**src/rtl/xlock_pkg.sv**
```systemverilog
package xlock_pkg;
  localparam int DW = 8;
  localparam int BANK_LO_W = 4;
  localparam int BANK_HI_W = 2;
  localparam int BANK_W = BANK_LO_W + BANK_HI_W;

  localparam logic [DW-1:0] IDX_ID    = 8'h30;
  localparam logic [DW-1:0] IDX_BANK  = 8'h35;
  localparam logic [DW-1:0] IDX_KEY_A = 8'h38;
  localparam logic [DW-1:0] IDX_KEY_B = 8'h39;
  localparam logic [DW-1:0] IDX_BANKX = 8'h51;

  localparam logic [DW-1:0] KEY_A_OPEN = 8'h48;
  localparam logic [DW-1:0] KEY_B_OPEN = 8'hA5;

  typedef enum logic [2:0] {
    SEL_NONE, SEL_ID, SEL_KEY_A, SEL_KEY_B, SEL_BANK, SEL_BANKX, SEL_GEN
  } sel_e;
endpackage

```
**src/rtl/xlock_decode.sv**
```systemverilog
module xlock_decode
  import xlock_pkg::*;
#(
  parameter logic [7:0] GEN_BASE = 8'h40,
  parameter int GEN_COUNT = 16,
  localparam int GW = (GEN_COUNT > 1) ? $clog2(GEN_COUNT) : 1
) (
  input  logic [DW-1:0] idx,
  output sel_e          sel,
  output logic [GW-1:0] gen_ofs
);
  logic gen_hit;

  always_comb begin
    gen_hit = ({1'b0, idx} >= {1'b0, GEN_BASE}) &&
              ({1'b0, idx} <  ({1'b0, GEN_BASE} + 9'(GEN_COUNT)));
    gen_ofs = GW'(idx - GEN_BASE);
    if (gen_hit)               sel = SEL_GEN;
    else if (idx == IDX_ID)    sel = SEL_ID;
    else if (idx == IDX_KEY_A) sel = SEL_KEY_A;
    else if (idx == IDX_KEY_B) sel = SEL_KEY_B;
    else if (idx == IDX_BANK)  sel = SEL_BANK;
    else if (idx == IDX_BANKX) sel = SEL_BANKX;
    else                       sel = SEL_NONE;
  end
endmodule

```
**src/rtl/xlock_keys.sv**
```systemverilog
module xlock_keys
  import xlock_pkg::*;
(
  input  logic          clk,
  input  logic          rst_n,
  input  logic          data_wr,
  input  sel_e          sel,
  input  logic [DW-1:0] wdata,
  output logic [DW-1:0] key_a,
  output logic [DW-1:0] key_b,
  output logic          a_open,
  output logic          b_open
);
  logic [DW-1:0] key_a_d, key_a_q, key_b_d, key_b_q;
  logic          en_a, en_b;

  always_comb begin
    en_a    = data_wr && (sel == SEL_KEY_A);
    en_b    = data_wr && (sel == SEL_KEY_B);
    key_a_d = en_a ? wdata : key_a_q;
    key_b_d = en_b ? wdata : key_b_q;
  end

  always_ff @(posedge clk or negedge rst_n) begin
    if (!rst_n) begin
      key_a_q <= '0;
      key_b_q <= '0;
    end else begin
      key_a_q <= key_a_d;
      key_b_q <= key_b_d;
    end
  end

  assign key_a  = key_a_q;
  assign key_b  = key_b_q;
  assign a_open = (key_a_q == KEY_A_OPEN);
  assign b_open = (key_b_q == KEY_B_OPEN);
endmodule

```
**src/rtl/xlock_store.sv**
```systemverilog
module xlock_store
  import xlock_pkg::*;
#(
  parameter int GEN_COUNT = 16,
  localparam int GW = (GEN_COUNT > 1) ? $clog2(GEN_COUNT) : 1
) (
  input  logic                 clk,
  input  logic                 rst_n,
  input  logic                 wr_ok,
  input  sel_e                 sel,
  input  logic [GW-1:0]        gen_ofs,
  input  logic [DW-1:0]        wdata,
  output logic [BANK_LO_W-1:0] bank_lo,
  output logic [DW-1:0]        bankx,
  output logic [DW-1:0]        gen_rd
);
  logic [BANK_LO_W-1:0] bank_lo_d, bank_lo_q;
  logic [DW-1:0]        bankx_d, bankx_q;
  logic [DW-1:0]        gen_q [GEN_COUNT];

  always_comb begin
    bank_lo_d = bank_lo_q;
    bankx_d   = bankx_q;
    if (wr_ok && (sel == SEL_BANK))  bank_lo_d = wdata[BANK_LO_W-1:0];
    if (wr_ok && (sel == SEL_BANKX)) bankx_d   = wdata;
  end

  always_ff @(posedge clk or negedge rst_n) begin
    if (!rst_n) begin
      bank_lo_q <= '0;
      bankx_q   <= '0;
    end else begin
      bank_lo_q <= bank_lo_d;
      bankx_q   <= bankx_d;
    end
  end

  for (genvar g = 0; g < GEN_COUNT; g++) begin : g_gen
    logic we;
    assign we = wr_ok && (sel == SEL_GEN) && (gen_ofs == GW'(g));
    always_ff @(posedge clk or negedge rst_n) begin
      if (!rst_n)  gen_q[g] <= '0;
      else if (we) gen_q[g] <= wdata;
    end
  end

  assign bank_lo = bank_lo_q;
  assign bankx   = bankx_q;
  assign gen_rd  = gen_q[gen_ofs];
endmodule

```
**src/rtl/xlock_top.sv**
```systemverilog
module xlock_top
  import xlock_pkg::*;
#(
  parameter logic [7:0] CHIP_ID = 8'h90,
  parameter logic [7:0] GEN_BASE = 8'h40,
  parameter int GEN_COUNT = 16
) (
  input  logic              clk,
  input  logic              rst_n,
  input  logic              idx_wr,
  input  logic              data_wr,
  input  logic              rd_en,
  input  logic [DW-1:0]     wdata,
  output logic [DW-1:0]     rdata,
  output logic              rd_valid,
  output logic [BANK_W-1:0] bank_num,
  output logic              grp_a_open,
  output logic              grp_b_open
);
  localparam int GW = (GEN_COUNT > 1) ? $clog2(GEN_COUNT) : 1;

  // reset: asserted asynchronously, released through two flops
  logic rst_s1_q, rst_sync_n;
  always_ff @(posedge clk or negedge rst_n) begin
    if (!rst_n) begin
      rst_s1_q   <= 1'b0;
      rst_sync_n <= 1'b0;
    end else begin
      rst_s1_q   <= 1'b1;
      rst_sync_n <= rst_s1_q;
    end
  end

  logic [DW-1:0] idx_d, idx_q;
  sel_e          sel;
  logic [GW-1:0] gen_ofs;
  logic [DW-1:0] key_a, key_b, bankx, gen_rd;
  logic [BANK_LO_W-1:0] bank_lo;
  logic          a_open, b_open, grant, wr_ok;
  logic [DW-1:0] rd_val, rdata_d, rdata_q;
  logic          rdv_d, rdv_q;

  xlock_decode #(.GEN_BASE(GEN_BASE), .GEN_COUNT(GEN_COUNT)) u_dec (
    .idx(idx_q), .sel(sel), .gen_ofs(gen_ofs)
  );

  xlock_keys u_keys (
    .clk(clk), .rst_n(rst_sync_n), .data_wr(data_wr), .sel(sel),
    .wdata(wdata), .key_a(key_a), .key_b(key_b),
    .a_open(a_open), .b_open(b_open)
  );

  xlock_store #(.GEN_COUNT(GEN_COUNT)) u_store (
    .clk(clk), .rst_n(rst_sync_n), .wr_ok(wr_ok), .sel(sel),
    .gen_ofs(gen_ofs), .wdata(wdata), .bank_lo(bank_lo),
    .bankx(bankx), .gen_rd(gen_rd)
  );

  // access gate and read selection
  always_comb begin
    unique case (sel)
      SEL_KEY_A, SEL_KEY_B:     grant = 1'b1;
      SEL_ID, SEL_BANK, SEL_GEN: grant = a_open;
      SEL_BANKX:                grant = a_open && b_open;
      default:                  grant = 1'b0;
    endcase
    wr_ok = data_wr && grant;

    unique case (sel)
      SEL_KEY_A: rd_val = key_a;
      SEL_KEY_B: rd_val = key_b;
      SEL_ID:    rd_val = CHIP_ID;
      SEL_BANK:  rd_val = {{(DW-BANK_LO_W){1'b0}}, bank_lo};
      SEL_BANKX: rd_val = bankx;
      SEL_GEN:   rd_val = gen_rd;
      default:   rd_val = '0;
    endcase
    if (!grant) rd_val = '0;
  end

  always_comb begin
    idx_d   = idx_wr ? wdata : idx_q;
    rdata_d = rd_en ? rd_val : rdata_q;
    rdv_d   = rd_en;
  end

  always_ff @(posedge clk or negedge rst_sync_n) begin
    if (!rst_sync_n) begin
      idx_q   <= '0;
      rdata_q <= '0;
      rdv_q   <= 1'b0;
    end else begin
      idx_q   <= idx_d;
      rdata_q <= rdata_d;
      rdv_q   <= rdv_d;
    end
  end

  assign rdata      = rdata_q;
  assign rd_valid   = rdv_q;
  assign bank_num   = {bankx[3:2], bank_lo};
  assign grp_a_open = a_open;
  assign grp_b_open = b_open;
endmodule

```
**config.mk**
```make
export PLATFORM = sky130hd
export DESIGN_NAME = xlock_top
export DESIGN_NICKNAME = d
export VERILOG_FILES = /design/src/rtl/xlock_pkg.sv /design/src/rtl/xlock_decode.sv /design/src/rtl/xlock_keys.sv /design/src/rtl/xlock_store.sv /design/src/rtl/xlock_top.sv
export SDC_FILE = /design/constraint.sdc
export NUM_CORES = 1
export LEC_CHECK = 0
export ABC_AREA = 0
export BUFFER_PORTS_ARGS = -buffer_cell sky130_fd_sc_hd__buf_2
export CAP_MARGIN = 0
export CORE_MARGIN = 2
export CORE_UTILIZATION = 62
export CTS_CLUSTER_SIZE = 12
export DETAILED_ROUTE_END_ITERATION = 12
export PLACE_DENSITY = 0.8
export SYNTH_ARGS = -nofsm -noshare
export SYNTH_HDL_FRONTEND = slang
export SYNTH_SLANG_ARGS = --single-unit
```
**constraint.sdc**
```tcl
create_clock -name clk -period 6.44 [get_ports clk]
set_input_delay 0.644 -clock clk [delete_from_list [all_inputs] [get_ports clk]]
set_output_delay 0.644 -clock clk [all_outputs]
set_load 0.01 [all_outputs]
```
Word level (Yosys, flattened, before mapping). Index checks and enable logic that the tools add are counted.

Register bits: 175. Input port bits: 13. Output and inout port bits: 17. Word-level logic and storage cells: 97.

Add/sub/neg operators: 1. Order comparisons: 3. Equal/unequal tests: 28. Mux-type cells: 12. Bitwise logic cells: 1. Reductions and logical operators: 27.

Operator list (count): $pmux 8 s6 (1); $bmux 8 s4 (1); $eq 4x4->1 const B (8); $eq 8x6->1 const B (4); $logic_and 1x1->1 (24); $mux 8 (3); $mux 3 (6); $eq 4x3->1 const B (4); $eq 8x7->1 const B (2); $eq 3x3->1 const B (3); $eq 4x2->1 const B (2); $eq 8x8->1 const B (1); $ge 8x7->1 const B (1); $lt 8x7->1 const B (1); $eq 3x2->1 const B (2); $ge 5x5->1 const B (1); $not 4->5 (1); $eq 4x1->1 const B (1); $logic_not 4->1 (1); $sub 4x1->4 const B (1); $eq 3x1->1 const B (1); $pmux 1 s3 (1); $reduce_or 3->1 (1); $reduce_or 2->1 (1).

Depth between registers and ports, before layout.
Word-level depth: 13. Mapped depth: 8.

Modules after synthesis. Synthesis repeated with hierarchy kept, for this count alone.

Cell total of the unflattened synthesis: 546. Area, all modules: 8290.5 µm².

Modules (own cells, without submodules): xlock_store (times used 1, cells an instance 393, area each 6428.7 µm², sequential area each 3503.4 µm²); xlock_top (times used 1, cells an instance 96, area each 1072.3 µm², sequential area each 475.5 µm²); xlock_keys (times used 1, cells an instance 41, area each 668.1 µm², sequential area each 400.4 µm²); xlock_decode (times used 1, cells an instance 16, area each 121.4 µm², sequential area each 0.0 µm²).

Worst setup path after synthesis. OpenSTA, ideal clock, no wires.

Path kind: reg2reg. Start point: reg u_keys.key_a_q[5], in the netlist u_keys.key_a[5]. End point: reg u_store.gen_q[32] (netlist name). Setup time: 125 ps. Data arrival time: 2278 ps. Path slack: 4037 ps. Cell stages (with the launch flop): 8. Period minus slack after synthesis: 2403 ps. Cells stage by stage: dfrtp_1 nor4b_1 and4b_1 o21ai_2 buf_6 buf_12 nor4_4 mux2_4.

Word-level cells in the longest chain between the ends: 6.

Ends and longest elaborated chain: from (decl) (RTL line xlock_keys.sv:14) `logic [DW-1:0] key_a_d, key_a_q, key_b_d, key_b_q;`; from (signal assigned) (RTL line xlock_keys.sv:29) `key_a_q <= key_a_d;`; $eq 8x7->1 * (RTL line xlock_keys.sv:36) `assign a_open = (key_a_q == KEY_A_OPEN);`; via grp_a_open (RTL line xlock_top.sv:17) `output logic grp_a_open,`; $logic_and 1x1->1 (RTL line xlock_top.sv:64) `SEL_BANKX: grant = a_open && b_open;`; $pmux 1 s3 * (RTL line xlock_top.sv:61) `unique case (sel)`; $logic_and 1x1->1 * (RTL line xlock_top.sv:67) `wr_ok = data_wr && grant;`; $logic_and 1x1->1 * (2 in a row) (RTL line xlock_store.sv:40) `assign we = wr_ok && (sel == SEL_GEN) && (gen_ofs == GW'(g));`; to (signal, indexed assignment) (RTL line xlock_store.sv:43) `else if (we) gen_q[g] <= wdata;`; to (decl) (RTL line xlock_store.sv:19) `logic [DW-1:0] gen_q [GEN_COUNT];`.

Mark *: on every way through the listed nets, which the timed path passes. The rest lies on a longest branch. A chain may end at the register's enable or synchronous reset.

Worst setup path after layout.
Start point: reg idx_q[2]. End point: reg u_store.gen_q[36] (netlist name).

Word-level cells in the longest chain between the ends: 13. Elaborated cells on any way between the ends: 28. Those cells by class: add/sub: 1; order compare: 2; eq/ne: 12; mux: 7; reduce/logical: 6.

Ends and longest elaborated chain: from (decl) (RTL line xlock_top.sv:34) `logic [DW-1:0] idx_d, idx_q;`; from (signal assigned) (RTL line xlock_top.sv:93) `idx_q <= idx_d;`; $eq 8x7->1 (RTL line xlock_decode.sv:23) `else if (idx == IDX_BANKX) sel = SEL_BANKX;`; $mux 3 (RTL line xlock_decode.sv:23); $mux 3 (RTL line xlock_decode.sv:22) `else if (idx == IDX_BANK) sel = SEL_BANK;`; $mux 3 (RTL line xlock_decode.sv:21) `else if (idx == IDX_KEY_B) sel = SEL_KEY_B;`; $mux 3 (RTL line xlock_decode.sv:20) `else if (idx == IDX_KEY_A) sel = SEL_KEY_A;`; $mux 3 (RTL line xlock_decode.sv:19) `else if (idx == IDX_ID) sel = SEL_ID;`; $mux 3 (RTL line xlock_decode.sv:18) `if (gen_hit) sel = SEL_GEN;`; $eq 3x1->1, or another cell as far along (RTL line xlock_top.sv:61); $reduce_or 3->1 / $reduce_or 2->1 (equally long branches) (RTL line xlock_top.sv:61); $pmux 1 s3 (RTL line xlock_top.sv:61); $logic_and 1x1->1 (RTL line xlock_top.sv:67); $logic_and 1x1->1 (RTL line xlock_store.sv:40); $logic_and 1x1->1 * (RTL line xlock_store.sv:40).

Every way passes the cells marked *; elsewhere a longest branch is shown, timed or not.

==> summary.md <==
| Metric | Value |
|---|---|
| Synth Area per Inst | 15.06 µm² |
| Routed Antenna Nets | 0 |
| Fin. Hold Viols | 0 |
| Maximum vdd drop | approximately 0.00022 V |
| DRT iter0 DRCs | just over 400 |
| Maxcap violations | 0 |
| Seq/Total Area, Yosys | a little over half |
| Met2 GRT Util | between 40% and 50% |
| Detailed Place HPWL | 11.89 mm |
| Yosys cell types | 52 |
| Unrepaired setup endpoints after global routing | false |
| Outcome | finished, final reports clean |
| Final slew viol count | 0 |
| Clock transition at the registers of the reported paths | about 0.060 ns |
| Hold_buf cts | 1 |
| Via density | approximately 6.5 |
| HP Class | flop to flop |
| Net count reported at finish | slightly below 600 |
| Cell Count Post-Placement | just over 700 |
| Met1 Use GR | between 30% and 40% |
| # DRC | 0 |
| GRT Max-Usage Layer | met2 |
| DR pass1 iterations | 5 |
| Detailed Route WL | around 19 mm |
| CTS sink cnt | 175 |
| Area delta synth->final | 10.30% |
| Rel. slew slack | between 10% and 20% |
| CTS Buffer Depth | 2 |
| Worst skew pair latency | approximately 0.44 ns |
| Via Count | between 4,000 and 5,000 |
| Leak | about 4.5 nW |
| CP Class | flop to flop |
| Power Density | approximately 260 nW/µm² |
| Layout Utilization | 69.76% |
| Arr. time, crit path | between 3 and 4 ns |
| CTS tree | built |
| Starting Density | 63.24% |
| Share of layout cells above drive strength 1 | just under 50% |
| Non-Filler Instances | 754 |
| Flops & latches, synth | 175 |
| EDFF count, synth | 0 |
| CTS root buf | clkbuf_16 |
| Antenna Cells | 0 |
| Die area | 14,400 µm² |
| Tcrit/Tclk final | about 48% |
| Most common flop cell mapped by yosys | dfrtp_1 |
| Die W | approximately 120 µm |
| Final min period | 3.096 ns |
| Tightest Pin Transition | approximately 1.2 ns |
| Cell count after synthesis | about 550 |
| Met3 Resource Use GR | 6.131% |
| Mapped Nets | ~570 |
| Site row count | 42 |
| H-tree depth | 4 |
| Tot GR Track Use | between 20 and 30% |
| Post-CTS Resized | 0 |
| Number of global-route vias before repair | about 5,200 |
| Crit end category | flop |
| Num ports | 30 |
| Largest net degree at the start of global routing | between 60 and 70 |
| PortBufs | 29 |
| Overall Power | 0.002386 W |
| Grt ovf | 0 |
| First-pass GRT wire length | around 30 mm |
| Worst-path fanout max | 18 |
| Post-DR wirelength/cell | around 25 µm |
| Die height | around 120 µm |
| Ys async rst share | between 90% and 100% |
| # setup viols final | 0 |
| Initial antenna violation count | 0 |
| Placeable Area | roughly 13,000 µm² |
| Worst hold slack | 0.3488 ns |
| FILL cells | 870 |
| Clock skew | 0.007774 ns |
| Final GP Congestion | 0.9323 |
| CP startpoint kind | flop |
| Critical Path RT | 6.75 ns |
| Post-CTS setup buffer count | 0 |
| Setup TNS | 0 ns |
| Syn Std Cell Area | approximately 8300 µm² |
| Fmax achieved | roughly 320 MHz |
| YS warnings | 0 |
| CTS Buf Count | 17 |
| R2R setup slack | roughly 3.3 ns |
[kinds of logic after synthesis]
family	share of synthesized area, %
muxes	31.45
DFF	52.50
and+or+nand+nor	9.540
buffers and inverters	2.415
AOI/OAI and AO/OA	3.945
xor gates and xnor gates	0.1050
other	0.04495
[per-stage QoR]
| step | setup WS [ns] | instance area, µm² |
|---|---|---|
| floorplan | 1.203 | 8342 |
| global placement | 3.434 | 8561 |
| detailed placement | 3.363 | 8561 |
| CTS | 3.319 | 9201 |
| global route | 3.128 | 9201 |
| finish | 3.344 | 9201 |
[routing by layer]
layer	vias to the layer above	routed length, µm
met4	0	550
met5	-	0
li1	2106	-
met3	48	968
met2	175	8838
met1	2596	8198
[critical path: stages, from the launching register on]
cell      delay (ns)
dfrtp_1         0.51
nand2b_1        0.51
nor3_4          0.35
o21ai_4         0.34
nor4_4          0.89
mux2_4          0.36
[Yosys cell counts, drive strengths merged (3+ instances only)]
| cell type | count | share of area [%] |
|---|---|---|
| nor3 | 5 | 0.49 |
| clkbuf | 28 | 1.3 |
| a21oi | 3 | 0.18 |
| dfrtp | 175 | 52 |
| nand2 | 18 | 0.81 |
| mux4 | 29 | 7.8 |
| mux2 | 167 | 23 |
| o21ai | 4 | 0.28 |
| nor2b | 10 | 0.75 |
| a22o | 4 | 0.42 |
| mux2i | 6 | 0.72 |
| nand3 | 7 | 0.42 |
| a221oi | 3 | 0.32 |
| o22a | 5 | 0.52 |
| nor4 | 19 | 4.5 |
| buf | 14 | 1.1 |
| nor2 | 9 | 0.40 |
| a22oi | 8 | 0.72 |
| nand2b | 10 | 0.75 |
| a222oi | 4 | 0.48 |
[path summary, 6_finish.rpt]
kind / from / endpoint / cells after the start
worst max register to register: idx_q[2] / u_store.gen_q[36] / 5
worst max-delay path: idx_q[2] / u_store.gen_q[36] / 5
worst min register to register: rst_s1_q / rst_sync_n / 0
min in group asynchronous: rst_sync_n / u_store.gen_q[64] / 0
max in group asynchronous: rst_sync_n / idx_q[0] / 1
worst min-delay path: rst_s1_q / rst_sync_n / 0
[where the power goes]
part	internal (W)	total, W	switching (W)
combinational	0.0000456	0.000143	0.0000976
clock	0.000678	0.00110	0.000419
sequential	0.00112	0.00115	0.0000291
[flip-flops by register name, indices dropped and copies added, names as in the netlist]
name,cells
rd_valid,1
u_keys.key_a,8
rst_s1_q,1
u_keys.key_b,8
idx_q,8
u_store.bankx,8
u_store.gen_q,128
rst_sync_n,1
rdata,8
u_store.bank_lo,4
[final cells by class]
class                   count  area, µm²  area share (%)
clock buffers              22      474.2           5.154
flip-flops and latches    175       4385           47.66
inverters                   1      3.754         0.04079
well taps                 176      220.2           2.393
multi-input cells         336       3769           40.96
repair buffers             35      192.7           2.094
clock inverters             9      156.4           1.700
[placed cells by master (no fill, tap or decap), types with 4 or more instances in the layout]
master and n:
dfrtp_1 172, mux2_2 159, o22a_1 5, a22o_1 4, clkbuf_16 17, bufinv_16 4, a22oi_1 8, buf_4 5
mux4_2 29, nand2b_1 10, mux2i_1 6, nor2_1 9, nand2_1 18, buf_2 29, a222oi_1 4, nand3_1 7
nor4_4 17, mux2_4 8, nor2b_1 10
Note: power is estimated with default switching activity, not from simulation.
